`src/rtl/pipeHazardPkg.sv`:
```
package pipeHazardPkg;
  localparam int ICODE_W = 4;
  localparam int REG_W   = 4;

  localparam logic [ICODE_W-1:0] OP_NOP  = ICODE_W'(1);
  localparam logic [ICODE_W-1:0] OP_LOAD = ICODE_W'(5);
  localparam logic [ICODE_W-1:0] OP_JXX  = ICODE_W'(7);
  localparam logic [ICODE_W-1:0] OP_RET  = ICODE_W'(9);
  localparam logic [ICODE_W-1:0] OP_POP  = ICODE_W'(11);

  localparam logic [REG_W-1:0] REG_NONE = {REG_W{1'b1}};

  // strobes from the detector to the arbiter
  typedef struct packed {
    logic loadUse;
    logic mispredict;
    logic retActive;
  } hazStrobes_t;

  // per-stage pipeline register control
  typedef struct packed {
    logic fetchStall;
    logic decStall;
    logic decBubble;
    logic exeBubble;
  } stageCtl_t;
endpackage

```
`src/rtl/hazDetect.sv`:
```
module hazDetect
  import pipeHazardPkg::*;
#(
  parameter int IW = ICODE_W,
  parameter int RW = REG_W
) (
  input  logic [IW-1:0] decIcode,
  input  logic [IW-1:0] exeIcode,
  input  logic [IW-1:0] memIcode,
  input  logic [RW-1:0] exeLoadDst,
  input  logic [RW-1:0] decSrcA,
  input  logic [RW-1:0] decSrcB,
  input  logic          exeCondOk,
  output hazStrobes_t   strobes
);
  localparam int NUM_SRC = 2;
  localparam int NUM_RET_STAGES = 3;

  logic [RW-1:0] srcIds [NUM_SRC];
  logic [IW-1:0] stageCodes [NUM_RET_STAGES];
  logic [NUM_SRC-1:0] srcHit;
  logic [NUM_RET_STAGES-1:0] retHit;
  logic exeIsLoad;
  logic dstReal;

  assign srcIds[0] = decSrcA;
  assign srcIds[1] = decSrcB;
  assign stageCodes[0] = decIcode;
  assign stageCodes[1] = exeIcode;
  assign stageCodes[2] = memIcode;

  for (genvar s = 0; s < NUM_SRC; s++) begin : g_src
    assign srcHit[s] = (srcIds[s] == exeLoadDst);
  end

  for (genvar g = 0; g < NUM_RET_STAGES; g++) begin : g_ret
    assign retHit[g] = (stageCodes[g] == IW'(OP_RET));
  end

  assign exeIsLoad = (exeIcode == IW'(OP_LOAD)) || (exeIcode == IW'(OP_POP));
  assign dstReal   = (exeLoadDst != RW'(REG_NONE));

  always_comb begin
    strobes.loadUse    = exeIsLoad && dstReal && (|srcHit);
    strobes.mispredict = (exeIcode == IW'(OP_JXX)) && !exeCondOk;
    strobes.retActive  = |retHit;
  end
endmodule

```
`src/rtl/hazArbiter.sv`:
```
module hazArbiter
  import pipeHazardPkg::*;
(
  input  hazStrobes_t strobes,
  output stageCtl_t   ctl
);
  always_comb begin
    ctl = '0;
    if (strobes.mispredict) begin
      // squash the two wrong-path instructions; fetch redirects
      ctl.decBubble = 1'b1;
      ctl.exeBubble = 1'b1;
    end else begin
      if (strobes.retActive) begin
        ctl.fetchStall = 1'b1;
        ctl.decBubble  = 1'b1;
      end
      if (strobes.loadUse) begin
        // decode must hold: a hold overrides the return bubble
        ctl.fetchStall = 1'b1;
        ctl.decStall   = 1'b1;
        ctl.decBubble  = 1'b0;
        ctl.exeBubble  = 1'b1;
      end
    end
  end
endmodule

```
`src/rtl/pipeHazardCtl.sv`:
```
module pipeHazardCtl
  import pipeHazardPkg::*;
(
  input  logic [ICODE_W-1:0] decIcode,
  input  logic [ICODE_W-1:0] exeIcode,
  input  logic [ICODE_W-1:0] memIcode,
  input  logic [REG_W-1:0]   exeLoadDst,
  input  logic [REG_W-1:0]   decSrcA,
  input  logic [REG_W-1:0]   decSrcB,
  input  logic               exeCondOk,
  output logic               fetchStall,
  output logic               decStall,
  output logic               decBubble,
  output logic               exeBubble
);
  hazStrobes_t strobes;
  stageCtl_t   ctl;

  hazDetect #(.IW(ICODE_W), .RW(REG_W)) u_detect (
    .decIcode  (decIcode),
    .exeIcode  (exeIcode),
    .memIcode  (memIcode),
    .exeLoadDst(exeLoadDst),
    .decSrcA   (decSrcA),
    .decSrcB   (decSrcB),
    .exeCondOk (exeCondOk),
    .strobes   (strobes)
  );

  hazArbiter u_arb (
    .strobes(strobes),
    .ctl    (ctl)
  );

  assign fetchStall = ctl.fetchStall;
  assign decStall   = ctl.decStall;
  assign decBubble  = ctl.decBubble;
  assign exeBubble  = ctl.exeBubble;
endmodule

```
`config.mk`:
```
export PLATFORM = sky130hd
export DESIGN_NAME = pipeHazardCtl
export DESIGN_NICKNAME = d
export VERILOG_FILES = /design/src/rtl/pipeHazardPkg.sv /design/src/rtl/hazDetect.sv /design/src/rtl/hazArbiter.sv /design/src/rtl/pipeHazardCtl.sv
export SDC_FILE = /design/constraint.sdc
export NUM_CORES = 1
export LEC_CHECK = 0
export ABC_AREA = 1
export CAP_MARGIN = 10
export CORE_AREA = 5 5 42 44
export DETAILED_ROUTE_END_ITERATION = 8
export DIE_AREA = 0 0 47 49
export PLACE_DENSITY = 0.65
export SLEW_MARGIN = 10
export SYNTH_ARGS = -nofsm -noshare
export SYNTH_HDL_FRONTEND = slang
export SYNTH_SLANG_ARGS = --single-unit
export TNS_END_PERCENT = 1
```
`constraint.sdc`:
```
create_clock -name vclk -period 0.83
set_input_delay 0.166 -clock vclk [all_inputs]
set_output_delay 0.166 -clock vclk [all_outputs]
set_load 0.05 [all_outputs]
```
# Word-level counts from Yosys, hierarchy flattened
# Index checks and enable logic that the tools add are counted.
dict set report classes {
  n_eq_ne 9
  muxes 4
  n_reduce_logical 7
}
# operator count
set ops {}
lappend ops {{$eq 4x4->1 const B} 4}
lappend ops {{$eq 4x3->1 const B} 2}
lappend ops {{$eq 4x4->1} 2}
lappend ops {{$mux 2} 2}
lappend ops {{$mux 4} 1}
lappend ops {{$ne 4x4->1 const B} 1}
lappend ops {{$logic_and 1x1->1} 3}
lappend ops {{$reduce_or 3->1} 1}
lappend ops {{$reduce_or 2->1} 1}
lappend ops {{$logic_not 1->1} 1}
lappend ops {{$logic_or 1x1->1} 1}
lappend ops {{$mux 1} 1}
dict set report word_totals {
  reg_bits 0
  in_bits 25
  output_inout_bits 4
  wordCells 20
}

# Depth between registers and ports, before layout
dict set report depth {
  word_depth 6
  depth_mapped 8
  ltp_nobuf 8
}

# By module
# From an unflattened synthesis, not the netlist that was laid out.
dict set report unflattened {
  hier_cells 67
  hier_area_um2 275.3
}
# module instances cells_per_inst area_per_inst_um2 seq_area_each_um2
set by_module_without_submodules {}
lappend by_module_without_submodules {hazDetect 1 58 241.5 0.0}
lappend by_module_without_submodules {hazArbiter 1 9 33.8 0.0}

# Worst setup path after synthesis
# Ideal clock, no wire load.
dict set report synth_path {
  path_kind {input -> output}
  start {input exeLoadDst[1]}
  end {output decBubble}
  t_arrival_ns 1.232
  required_time_ns 0.664
  path_slack_ns -0.568
  stages 7
  n_path_buf 0
  cell_sequence {inv_1 -> nand2_1 -> nand2_1 -> nor2_1 -> nand2_1 -> nand2_2 -> a21oi_1}
}
dict set report synth_via {
  elab_chain_len 5
  word_cells_on_any_way 8
  cone_classes {3 x eq/ne; 2 x mux; 3 x reduce/logical}
}
# element line
set synth_rtl {}
lappend synth_rtl {{start, declared} pipeHazardCtl.sv:7} ;# input logic [REG_W-1:0] exeLoadDst,
lappend synth_rtl {{$eq 4x4->1 or $ne 4x4->1 (tied branches)} {hazDetect.sv:33, hazDetect.sv:41}}
lappend synth_rtl {{$reduce_or 2->1 or $logic_and 1x1->1 (tied branches)} hazDetect.sv:44} ;# strobes.loadUse = exeIsLoad && dstReal && (|srcHit);
lappend synth_rtl {{$logic_and 1x1->1 *} hazDetect.sv:44}
lappend synth_rtl {{$mux 4 *} hazArbiter.sv:18} ;# if (strobes.loadUse) begin
lappend synth_rtl {{$mux 2 *} hazArbiter.sv:9} ;# if (strobes.mispredict) begin
lappend synth_rtl {{end, declared} pipeHazardCtl.sv:13} ;# output logic decBubble,
# Every way passes the cells marked *; elsewhere a longest branch is shown, timed or not.

# Worst setup path in the final report
dict set report layout_path {
  start {input exeLoadDst[0]}
  end {output decStall}
}
dict set report layout_via {
  elab_chain_len 5
  word_cells_on_any_way 8
  cone_classes {3 x eq/ne; 2 x mux; 3 x reduce/logical}
}
# element line
set layout_rtl {}
lappend layout_rtl {{$eq 4x4->1 or $ne 4x4->1 (tied branches)} {hazDetect.sv:33, hazDetect.sv:41}}
lappend layout_rtl {{$reduce_or 2->1 or $logic_and 1x1->1 (tied branches)} hazDetect.sv:44}
lappend layout_rtl {{$logic_and 1x1->1 *} hazDetect.sv:44}
lappend layout_rtl {{$mux 4 *} hazArbiter.sv:18}
lappend layout_rtl {{$mux 2 *} hazArbiter.sv:9}
lappend layout_rtl {{end, declared} pipeHazardCtl.sv:12} ;# output logic decStall,
# Marked as above.

==> run metrics <==
register area 0 µm²; Setup TNS -1.220 ns; area grow syn2layout 159.1%; die width 47 µm; Cell Area, Synth 290.3 µm²; Starting DRT DRC Count 8; DRC violations left 0; GR Overflow Total 0; post-synthesis area per instance 4.207 µm²; final wirelength 882 µm; clock buffers 0; Synth Warn # 0; worst setup margin -0.3178 ns; pin count of the biggest net entering global routing 5; worst min-delay path class in -> out; peak supply drop 0.2074 mV; final worst path period need 1.148 ns; final core occ 53.66%; uppermost layer routed met3; Final Hold Fails 0; routed vias 481; period utilisation layout 138.3%; crit path max fanout 3; crit-path cells buf_8 -> inv_4 -> nand2_1 -> nand2_1 -> nor2_1 -> nand2_1 -> nand2_2 -> nand2_4 -> clkinvlp_4 -> buf_12; vias in the first global route 450; # setup viols final 4; Core Area 1401 µm²; number of nets still failing antenna checks after routing 0; # fillers 147; unrepaired setup endpoints after global routing true; max incr delay on CP 0.15 ns; DR WL met2 495 µm; syn_nets 94; CP arrival 0.98 ns; met3 wire len 118 µm; Fmax 871.2 MHz; cells after synthesis 69; area taken by multi-input logic gates 284.0 µm²; Slew HR 86.02%; Detailed Routing Iterations Pass 1 4; Boundary Pins 29; crit path capture type output pin; failing checks negative setup slack; Antenna Cells 0; worst-margin pin slew 0.2090 ns; post-DP HPWL 839.6 µm; Die Y 49 µm; Worst path slowest cell buf_12; cts hold-fix bufs 0; Startpoint Class input pin; vias per inst 4.183; Placer Congestion 0.6276; die area 2303 µm²; Tot GR Track Use 8.216%; Net count, final 126; status finished, violations left; initial core utilization 20.71%; Critical Path RT 0.66 ns; detailed-route wire length per cell 7.670 µm; seq_cells 0; P_leak 0.4242 nW; IO buf count 29; register area share after synthesis 0%; Crit Path Class in -> out; share of cells above drive strength 1 48.48%; WL met1 268 µm; Yosys cell types 10; initial antenna violation count 0; Final Max Slew Viols 0; Most Frequent Cell on Critical Path nand2_1; Cell Rows 14; first-pass GRT wire length 1559 µm; total of max-cap violations 0; power per cell area 493.0 nW/µm²
cell usage in the layout (no fill, tap or decap):
cell / netlist / final
inv_4: 0 / 2
a21oi_4: 0 / 1
buf_6: 0 / 11
inv_1: 17 / 7
clkdlybuf4s15_1: 0 / 4
inv_2: 2 / 8
a21oi_2: 1 / 1
clkinvlp_4: 0 / 1
nor3_4: 0 / 1
nand3_1: 3 / 2
buf_2: 0 / 1
nand2_4: 0 / 3
nor2_4: 0 / 1
nand4_1: 4 / 4
buf_12: 0 / 4
nand2_2: 2 / 7
inv_8: 0 / 1
nand3_2: 0 / 1
dlygate4sd2_1: 0 / 5
nand2_1: 31 / 23
buf_8: 0 / 4
nor2_1: 7 / 6
buf_4: 0 / 1
critical path, delay by kind of cell:
| family | cells | cell delay, ns |
|---|---|---|
| and+or+nand+nor | 6 | 0.42 |
| buffers and inverters | 4 | 0.40 |
through the flow:
| stage | setup WS [ns] | instance area [µm²] | power [mW] | cells | hold WS [ns] |
|---|---|---|---|---|---|
| final | -0.3178 | 752.0 | 0.3707 | 115 | 0.8160 |
| after floorplan | -0.2009 | 332.8 | 0.1467 | 69 | 0.5717 |
| after CTS | -0.3249 | 690.7 | 0.3439 | 115 | 0.8199 |
| after detailed placement | -0.8488 | 690.7 | 0.3499 | 115 | 1.155 |
| after global routing | -0.4043 | 752.0 | 0.4024 | 115 | 0.8464 |
| after global placement | -0.8219 | 690.7 | 0.3456 | 115 | 1.151 |
worst paths after layout:
| kind | from | to | depth (start not counted) |
|---|---|---|---|
| setup / recovery | exeLoadDst[0] | decStall | 10 |
| hold / removal | exeIcode[2] | exeBubble | 6 |
cell usage after synthesis:
cell,instances,area [µm²]
nand2_1,31,116.4
inv_1,17,63.81
nor2_1,7,26.28
nand4_1,4,25.02
nand3_1,3,15.01
inv_2,2,7.510
nand2_2,2,12.51
a21oi_1,1,5.000
a21oi_2,1,8.760
nor3_2,1,10.01
area by class of cell:
cell class / count / area share, %
Inverter: 19 / 11.65
Multi-Input combinational cell: 50 / 37.77
Tap cell: 16 / 2.662
Timing Repair Buffer: 30 / 47.92
cells by family (layout without fill, tap and decap cells):
| logic type | Yosys count | in the layout | share of synthesized area (%) |
|---|---|---|---|
| simple gates | 48 | 48 | 70.69 |
| compound gates | 2 | 2 | 4.740 |
| buf+inv | 19 | 49 | 24.57 |
layer usage:
layer  GRT usage (%)  vias to the layer above
met5               0                        -
li1                -                      263
met3           1.845                        0
met2           16.29                       18
met1           8.715                      200
met4               0                        0
report_power, final:
group	switching, mW	internal, mW
Sequential	0	0
Clock	0	0
Combinational	0.169	0.202
Total	0.169	0.202
repair_timing:
item,4_1_cts,5_1_grt
resized for setup,103,16
gates cloned,0,0
setup endpoints to repair,4,4
pin swaps,30,16
buffers inserted,0,0
No activity file was read; power rests on OpenSTA's default activity.
